$ cat config.mk
export PLATFORM = sky130hd
export DESIGN_NAME = fpr_core
export DESIGN_NICKNAME = d
export VERILOG_FILES = /design/src/rtl/fpr_pkg.sv /design/src/rtl/fpr_slot_bank.sv /design/src/rtl/fpr_regstat.sv /design/src/rtl/fpr_core.sv
export SDC_FILE = /design/constraint.sdc
export NUM_CORES = 1
export LEC_CHECK = 0
export BUFFER_PORTS_ARGS = -buffer_cell sky130_fd_sc_hd__buf_2
export CORE_MARGIN = 2
export CORE_UTILIZATION = 40
export CTS_BUF_LIST = sky130_fd_sc_hd__clkbuf_8
export CTS_CLUSTER_SIZE = 10
export DETAILED_ROUTE_END_ITERATION = 8
export GPL_TIMING_DRIVEN = 0
export REMOVE_ABC_BUFFERS = 1
export SYNTH_ARGS = -nofsm -noshare
export SYNTH_HDL_FRONTEND = slang
export SYNTH_SLANG_ARGS = --single-unit
$ cat constraint.sdc
create_clock -name clk -period 5.4 [get_ports clk]
set_input_delay 0.27 -clock clk [delete_from_list [all_inputs] [get_ports clk]]
set_output_delay 0.27 -clock clk [all_outputs]
set_load 0.02 [all_outputs]
$ cat src/rtl/fpr_pkg.sv
package fpr_pkg;
    localparam int DATA_W   = 16;
    localparam int NUM_REGS = 4;
    localparam int REG_W    = $clog2(NUM_REGS);
    localparam int N_ADD    = 3;
    localparam int N_MUL    = 2;
    localparam int N_TAGS   = N_ADD + N_MUL;
    localparam int TAG_W    = $clog2(N_TAGS + 1);
    localparam int ADD_LAT  = 2;
    localparam int MUL_LAT  = 4;
    localparam int OP_W     = 2;

    typedef logic [DATA_W-1:0] word_t;
    typedef logic [TAG_W-1:0]  tag_t;

    // one waiting slot: occupied, started, subtract select, operands and their tags
    typedef struct packed {
        logic  busy;
        logic  run;
        logic  sub;
        word_t vj;
        word_t vk;
        tag_t  qj;
        tag_t  qk;
    } slot_t;

    function automatic word_t fu_calc(logic is_mul, logic sub, word_t a, word_t b);
        if (is_mul)   return a * b;
        else if (sub) return a - b;
        else          return a + b;
    endfunction
endpackage

$ cat src/rtl/fpr_slot_bank.sv
module fpr_slot_bank
    import fpr_pkg::*;
#(
    parameter int N        = 3,
    parameter int TAG_BASE = 1,
    parameter int LAT      = 2,
    parameter bit IS_MUL   = 1'b0
) (
    input  logic  clk,
    input  logic  rst_n,
    input  logic  alloc_en,
    input  logic  alloc_sub,
    input  word_t alloc_vj,
    input  tag_t  alloc_qj,
    input  word_t alloc_vk,
    input  tag_t  alloc_qk,
    input  logic  bus_valid,
    input  tag_t  bus_tag,
    input  word_t bus_value,
    input  logic  grant,
    output logic  has_free,
    output tag_t  free_tag,
    output logic  req,
    output tag_t  req_tag,
    output word_t req_value
);
    localparam int CW = (LAT > 1) ? $clog2(LAT) : 1;

    typedef struct packed {
        slot_t [N-1:0]   rs;
        logic            ubusy;
        logic [CW-1:0]   ucnt;
        word_t           uval;
        tag_t            utag;
    } bank_t;

    bank_t bank_q, bank_d;

    always_comb begin : p_next
        int   fidx;
        logic started;
        bank_d   = bank_q;
        fidx     = 0;
        started  = 1'b0;
        has_free = 1'b0;
        free_tag = '0;
        for (int i = N - 1; i >= 0; i--) begin
            if (!bank_q.rs[i].busy) begin
                has_free = 1'b1;
                free_tag = tag_t'(TAG_BASE + i);
                fidx     = i;
            end
        end

        req       = bank_q.ubusy && (bank_q.ucnt == '0);
        req_tag   = bank_q.utag;
        req_value = bank_q.uval;

        // unit: start a ready slot, count down, or release on grant
        if (!bank_q.ubusy) begin
            for (int i = 0; i < N; i++) begin
                if (!started && bank_q.rs[i].busy && !bank_q.rs[i].run &&
                    bank_q.rs[i].qj == '0 && bank_q.rs[i].qk == '0) begin
                    started           = 1'b1;
                    bank_d.rs[i].run  = 1'b1;
                    bank_d.ubusy      = 1'b1;
                    bank_d.ucnt       = CW'(LAT - 1);
                    bank_d.uval       = fu_calc(IS_MUL, bank_q.rs[i].sub,
                                                bank_q.rs[i].vj, bank_q.rs[i].vk);
                    bank_d.utag       = tag_t'(TAG_BASE + i);
                end
            end
        end else if (bank_q.ucnt != '0) begin
            bank_d.ucnt = bank_q.ucnt - 1'b1;
        end else if (grant) begin
            bank_d.ubusy = 1'b0;
            for (int i = 0; i < N; i++) begin
                if (tag_t'(TAG_BASE + i) == bank_q.utag) begin
                    bank_d.rs[i].busy = 1'b0;
                    bank_d.rs[i].run  = 1'b0;
                end
            end
        end

        // every waiting slot snoops the bus at once
        for (int i = 0; i < N; i++) begin
            if (bus_valid && bank_q.rs[i].busy) begin
                if (bank_q.rs[i].qj == bus_tag) begin
                    bank_d.rs[i].vj = bus_value;
                    bank_d.rs[i].qj = '0;
                end
                if (bank_q.rs[i].qk == bus_tag) begin
                    bank_d.rs[i].vk = bus_value;
                    bank_d.rs[i].qk = '0;
                end
            end
        end

        if (alloc_en && has_free) begin
            bank_d.rs[fidx] = '{busy: 1'b1, run: 1'b0, sub: alloc_sub,
                                vj: alloc_vj, vk: alloc_vk,
                                qj: alloc_qj, qk: alloc_qk};
        end
    end

    always_ff @(posedge clk) begin
        if (!rst_n) bank_q <= '0;
        else        bank_q <= bank_d;
    end
endmodule

$ cat src/rtl/fpr_regstat.sv
module fpr_regstat
    import fpr_pkg::*;
(
    input  logic             clk,
    input  logic             rst_n,
    input  logic [REG_W-1:0] src1,
    input  logic [REG_W-1:0] src2,
    input  logic [REG_W-1:0] dst,
    input  logic             ren_en,
    input  tag_t             ren_tag,
    input  logic             bus_valid,
    input  tag_t             bus_tag,
    input  word_t            bus_value,
    input  logic [REG_W-1:0] rd_addr,
    output word_t            op1_v,
    output tag_t             op1_q,
    output word_t            op2_v,
    output tag_t             op2_q,
    output word_t            rd_value,
    output tag_t             rd_tag
);
    typedef struct packed {
        word_t [NUM_REGS-1:0] val;
        tag_t  [NUM_REGS-1:0] tag;
    } rf_t;

    rf_t rf_q, rf_d;

    always_comb begin
        rf_d = rf_q;

        // source lookup with same-cycle bus forwarding
        op1_v = rf_q.val[src1];
        op1_q = rf_q.tag[src1];
        if (op1_q != '0 && bus_valid && bus_tag == op1_q) begin
            op1_v = bus_value;
            op1_q = '0;
        end
        op2_v = rf_q.val[src2];
        op2_q = rf_q.tag[src2];
        if (op2_q != '0 && bus_valid && bus_tag == op2_q) begin
            op2_v = bus_value;
            op2_q = '0;
        end

        for (int r = 0; r < NUM_REGS; r++) begin
            if (bus_valid && rf_q.tag[r] != '0 && rf_q.tag[r] == bus_tag) begin
                rf_d.val[r] = bus_value;
                rf_d.tag[r] = '0;
            end
        end
        if (ren_en) rf_d.tag[dst] = ren_tag;

        rd_value = rf_q.val[rd_addr];
        rd_tag   = rf_q.tag[rd_addr];
    end

    always_ff @(posedge clk) begin
        if (!rst_n) begin
            for (int r = 0; r < NUM_REGS; r++) begin
                rf_q.val[r] <= word_t'(r + 1);
                rf_q.tag[r] <= '0;
            end
        end else begin
            rf_q <= rf_d;
        end
    end
endmodule

$ cat src/rtl/fpr_core.sv
module fpr_core
    import fpr_pkg::*;
(
    input  logic              clk,
    input  logic              rst_n,
    input  logic              iss_valid,
    input  logic [OP_W-1:0]   iss_op,
    input  logic [REG_W-1:0]  iss_dst,
    input  logic [REG_W-1:0]  iss_src1,
    input  logic [REG_W-1:0]  iss_src2,
    output logic              iss_ready,
    output logic              bcast_valid,
    output logic [TAG_W-1:0]  bcast_tag,
    output logic [DATA_W-1:0] bcast_value,
    input  logic [REG_W-1:0]  rd_addr,
    output logic [DATA_W-1:0] rd_value,
    output logic [TAG_W-1:0]  rd_tag
);
    logic  use_mul, fire;
    logic  a_free, m_free, a_req, m_req;
    tag_t  a_ftag, m_ftag, a_rtag, m_rtag, op1_q, op2_q;
    word_t a_rval, m_rval, op1_v, op2_v;

    assign use_mul   = iss_op[OP_W-1];
    assign iss_ready = use_mul ? m_free : a_free;
    assign fire      = iss_valid && iss_ready;

    // multiplier owns the bus when both offer a result
    assign bcast_valid = a_req || m_req;
    assign bcast_tag   = m_req ? m_rtag : (a_req ? a_rtag : '0);
    assign bcast_value = m_req ? m_rval : a_rval;

    fpr_regstat u_regs (
        .clk(clk), .rst_n(rst_n),
        .src1(iss_src1), .src2(iss_src2), .dst(iss_dst),
        .ren_en(fire), .ren_tag(use_mul ? m_ftag : a_ftag),
        .bus_valid(bcast_valid), .bus_tag(bcast_tag), .bus_value(bcast_value),
        .rd_addr(rd_addr),
        .op1_v(op1_v), .op1_q(op1_q), .op2_v(op2_v), .op2_q(op2_q),
        .rd_value(rd_value), .rd_tag(rd_tag)
    );

    fpr_slot_bank #(.N(N_ADD), .TAG_BASE(1), .LAT(ADD_LAT), .IS_MUL(1'b0)) u_add (
        .clk(clk), .rst_n(rst_n),
        .alloc_en(fire && !use_mul), .alloc_sub(iss_op[0]),
        .alloc_vj(op1_v), .alloc_qj(op1_q), .alloc_vk(op2_v), .alloc_qk(op2_q),
        .bus_valid(bcast_valid), .bus_tag(bcast_tag), .bus_value(bcast_value),
        .grant(a_req && !m_req),
        .has_free(a_free), .free_tag(a_ftag),
        .req(a_req), .req_tag(a_rtag), .req_value(a_rval)
    );

    fpr_slot_bank #(.N(N_MUL), .TAG_BASE(1 + N_ADD), .LAT(MUL_LAT), .IS_MUL(1'b1)) u_mul (
        .clk(clk), .rst_n(rst_n),
        .alloc_en(fire && use_mul), .alloc_sub(iss_op[0]),
        .alloc_vj(op1_v), .alloc_qj(op1_q), .alloc_vk(op2_v), .alloc_qk(op2_q),
        .bus_valid(bcast_valid), .bus_tag(bcast_tag), .bus_value(bcast_value),
        .grant(m_req),
        .has_free(m_free), .free_tag(m_ftag),
        .req(m_req), .req_tag(m_rtag), .req_value(m_rval)
    );
endmodule

==> results.rst <==
.. list-table::
   :header-rows: 1

   * - Metric
     - Value
   * - Run status
     - finished clean
   * - Site Rows
     - 95
   * - GR Util met1
     - 0.325
   * - RSZ-0062 raised after global routing
     - true
   * - Post-synth ARST share
     - 0
   * - Launch point of the worst hold path
     - iss_dst[1]
   * - Reg clk slew, reported paths
     - 0.07 ns
   * - Reported leakage power
     - 11.7 nW
   * - Minimum setup slack in the final design
     - 0.0381 ns
   * - Main flop type after synthesis
     - dfxtp_1
   * - WS Path Type
     - reg2reg
   * - Share of the core filled with cells
     - 0.450
   * - Final-layout fill cell count
     - around 6,700
   * - Total power
     - roughly 6.5 mW
   * - Post-synthesis simple-gate area fraction
     - 0.186
   * - Area of the multi-input gates
     - 19,100 um2
   * - Flip-flop and latch count after synthesis
     - 320
   * - Post-Place Cells
     - ~4,000
   * - Synth Area per Inst
     - approximately 8.4 um2
   * - Total Neg Setup Slack
     - 0 ns
   * - Antenna diodes
     - 0
   * - Number of pins exceeding their max-slew limit in the final report
     - 0
   * - Number of antenna violations at the first check in global routing
     - 0
   * - Number of instances in the synthesized netlist
     - 3,225
   * - Worst Hold Endpoint
     - u_regs.rf_q[0]$_SDFF_PN0_
   * - Effective utilization at floorplan
     - 0.404
   * - Number of distinct library cell variants in the gate-level netlist after synthesis
     - 80
   * - Total core area
     - about 67,000 um2
   * - Reg-to-reg startpoint
     - u_mul.bank_q[73]$_SDFF_PN0_
   * - Flop-to-flop setup slack
     - between 0.03 and 0.04 ns
   * - Cell taking the most area after synthesis
     - dfxtp_1
   * - Number of CTS-inserted buffers
     - 60
   * - Worst setup skew after layout
     - around 0.05 ns
   * - Pre-CTS setup slack
     - -0.749 ns
   * - Setup violation total in the final timing report
     - 0
   * - Aggregate global routing overflow
     - 0
   * - Ranking of synthesized cells by area
     - dfxtp_1 (24%), fa_1 (12%), ha_1 (6.8%)
   * - Critical path startpoint category
     - flip-flop
   * - I/O pin total
     - 53
   * - Yosys top cell area share
     - 0.236
   * - Endpoint required time on the critical path
     - 5.99 ns
   * - Worst supply voltage drop on vdd
     - between 0.00015 and 0.0002 V
   * - Achievable Freq
     - 187 MHz
   * - CTS tree
     - built
   * - Area enclosed by the die boundary
     - 69,900 um2
   * - Share of the synthesized netlist area taken by xor and xnor gates
     - 0.0598
   * - P&R area growth vs syn
     - 11.4%
   * - Max_slew headroom
     - 0.0199
   * - Highest fanout seen on the critical path
     - 7
   * - Die X-Extent
     - roughly 260 um
   * - Number of DRC markers in iteration 0
     - approximately 1,700
   * - P per Cell Area
     - 216 nW/um2
   * - Combined flip-flop and latch cell area
     - 6510 um2
   * - Adder-cell share of the synthesized area
     - 0.188
   * - Post-DP Area
     - ~28,000 um2
   * - Die height
     - ~260 um
   * - Number of nets still failing antenna checks after routing
     - 0
   * - Number of nets at the end of the flow
     - about 3,500
   * - Number of sinks handled by clock tree synthesis
     - 320
   * - Number of detailed-routing iterations run before antenna repair
     - 5
   * - Mapped cell area
     - ~27,000 um2
   * - Summed area of non-filler cells in the final layout
     - roughly 30,000 um2
   * - First-pass GRT wire length
     - between 100,000 and 150,000 um
   * - Compound-cell area share of the yosys netlist
     - 0.185
   * - Final hold violation count
     - 0
   * - Clock insertion delay at the later pin of the skew report
     - 0.69 ns
   * - Mux share of post-synthesis cell area
     - 0.0727
   * - Ratio of cells with drive above 1 in the final layout
     - 0.126
   * - Port-buffer cells
     - 52
   * - Max-cap violations
     - 0
   * - Crit share post-route
     - 0.993
   * - Arrival time of data at the critical path endpoint
     - slightly below 6 ns
   * - Met2 layer usage reported by global route
     - 0.383
   * - H-tree depth reported by CTS
     - 2
   * - GRT Total Usage
     - 0.233
   * - DR vias/cell
     - roughly 5.6
   * - Slew @ Worst Pin
     - roughly 1.4 ns
   * - Cell with the most instances after synthesis
     - nand2_1
   * - Yosys synthesis warning count
     - 0
   * - Wirelength, routed
     - between 80,000 and 90,000 um
   * - Final weighted congestion in routability-driven placement
     - ~0.84
   * - Worst-case reg-to-reg path depth
     - 18
   * - HPWL reported at the end of detailed placement
     - 58,000 um
   * - Post-layout instance count excluding filler cells
     - just over 4,000
   * - Hold Slack
     - 0.146 ns
   * - DRC viols
     - 0
   * - Root Driver
     - clkbuf_8
   * - Via count
     - ~23,000
   * - Sequential element share of the synthesized area
     - 0.236
   * - Cell count of the worst hold path
     - 4
   * - Reg-to-reg critical path endpoint
     - u_mul.req_value[14]$_SDFFE_PN0P_
   * - Minimum period implied by the final worst setup slack
     - roughly 5.4 ns
   * - Pin count of the biggest net entering global routing
     - 142
   * - Buffer depth of the longest clock path
     - 3
   * - Vias in the first global route
     - 22,100
   * - Global-route layer with the greatest usage
     - met2
   * - Per-cell routed wire length
     - 19.9 um
   * - Number of synthesized flops with an enable pin
     - 0
   * - Crit. End Element
     - flip-flop
   * - Worst min path class
     - in2reg
   * - Dominant combinational cell family by area after synthesis
     - adder cells
   * - Most frequent cells after synthesis
     - nand2_1 (418), nor2_1 (349), dfxtp_1 (320)
   * - Routing usage on met3
     - 0.0207
[power breakdown]
part	total, mW	switching [mW]	internal (mW)	leakage [nW]
registers	2.55	0.117	2.43	2.61
logic	1.37	0.842	0.532	8.36
clock network	2.59	1.13	1.46	0.746
total	6.51	2.09	4.42	11.7
[registers in the layout (all words and copies together), names as in the netlist]
register	cells
u_mul.req_tag	2
u_mul.req_value	16
u_add.req_tag	2
u_add.req_value	16
u_add.bank_q	125
u_mul.bank_q	83
u_regs.rf_q	76
[worst max-delay path by stage]
stage               cells after the start                   startpoint                          endpoint
floorplan                              17  u_mul.bank_q[70]$_SDFF_PN0_  u_mul.req_value[14]$_SDFFE_PN0P_
global placement                        5                        rst_n      u_add.bank_q[143]$_SDFF_PN0_
detailed placement                     17  u_mul.bank_q[70]$_SDFF_PN0_  u_mul.req_value[15]$_SDFFE_PN0P_
CTS                                    18  u_mul.bank_q[92]$_SDFF_PN0_  u_mul.req_value[14]$_SDFFE_PN0P_
global route                           19  u_mul.bank_q[73]$_SDFF_PN0_  u_mul.req_value[14]$_SDFFE_PN0P_
finish                                 18  u_mul.bank_q[73]$_SDFF_PN0_  u_mul.req_value[14]$_SDFFE_PN0P_
[layout make-up]
class                   count  area share
inverters                 279      0.0350
repair buffers            119      0.0364
multi-input cells        2414       0.633
clock inverters            30     0.00692
clock buffers              80      0.0365
well taps                 873      0.0362
flip-flops and latches    320       0.216
[worst max-delay path, cell delays in order (launching register included)]
cell and delay (ns):
dfxtp_4 0.39, and2_4 0.17, fa_1 0.54, inv_2 0.04, fa_1 0.53, fa_1 0.43, fa_1 0.51, inv_2 0.04
fa_1 0.48, inv_2 0.04, fa_1 0.52, inv_2 0.05, ha_4 0.28, nand3_4 0.07, a211oi_4 0.20, nor3_2 0.09
or4_1 0.51, a21o_1 0.21, a31oi_1 0.17
[layer usage]
layer  wire [um]  up-vias
met5           0        -
met4        2340        0
met3        4640      132
met2       38100      685
met1       36600    11200
li1            -    11000
[layout by cell type, fill, tap and decap left out, drive strengths merged, types with 118 or more instances in the layout]
| cell | n |
|---|---|
| buf | 118 |
| nand2 | 419 |
| fa | 163 |
| o21a | 164 |
| dfxtp | 320 |
| o211ai | 162 |
| inv | 296 |
| xnor2 | 140 |
| nor2 | 350 |
| and2 | 149 |
| ha | 147 |
[cells by family after synthesis]
family,after synthesis
buffers and inverters,491
and+or+nand+nor,1093
xor gates and xnor gates,182
muxes,121
adders and majority gates,310
DFF,320
AOI/OAI and AO/OA,708
[what timing repair did]
action / CTS / global route
hold buffers: 1 / 0
resized for setup: 64 / 34
setup endpoints to repair: 6 / 6
hold endpoints to repair: 3 / 0
buffers inserted: 16 / 7
pin swaps: 11 / 21
Power figures use the tool's default switching activity.
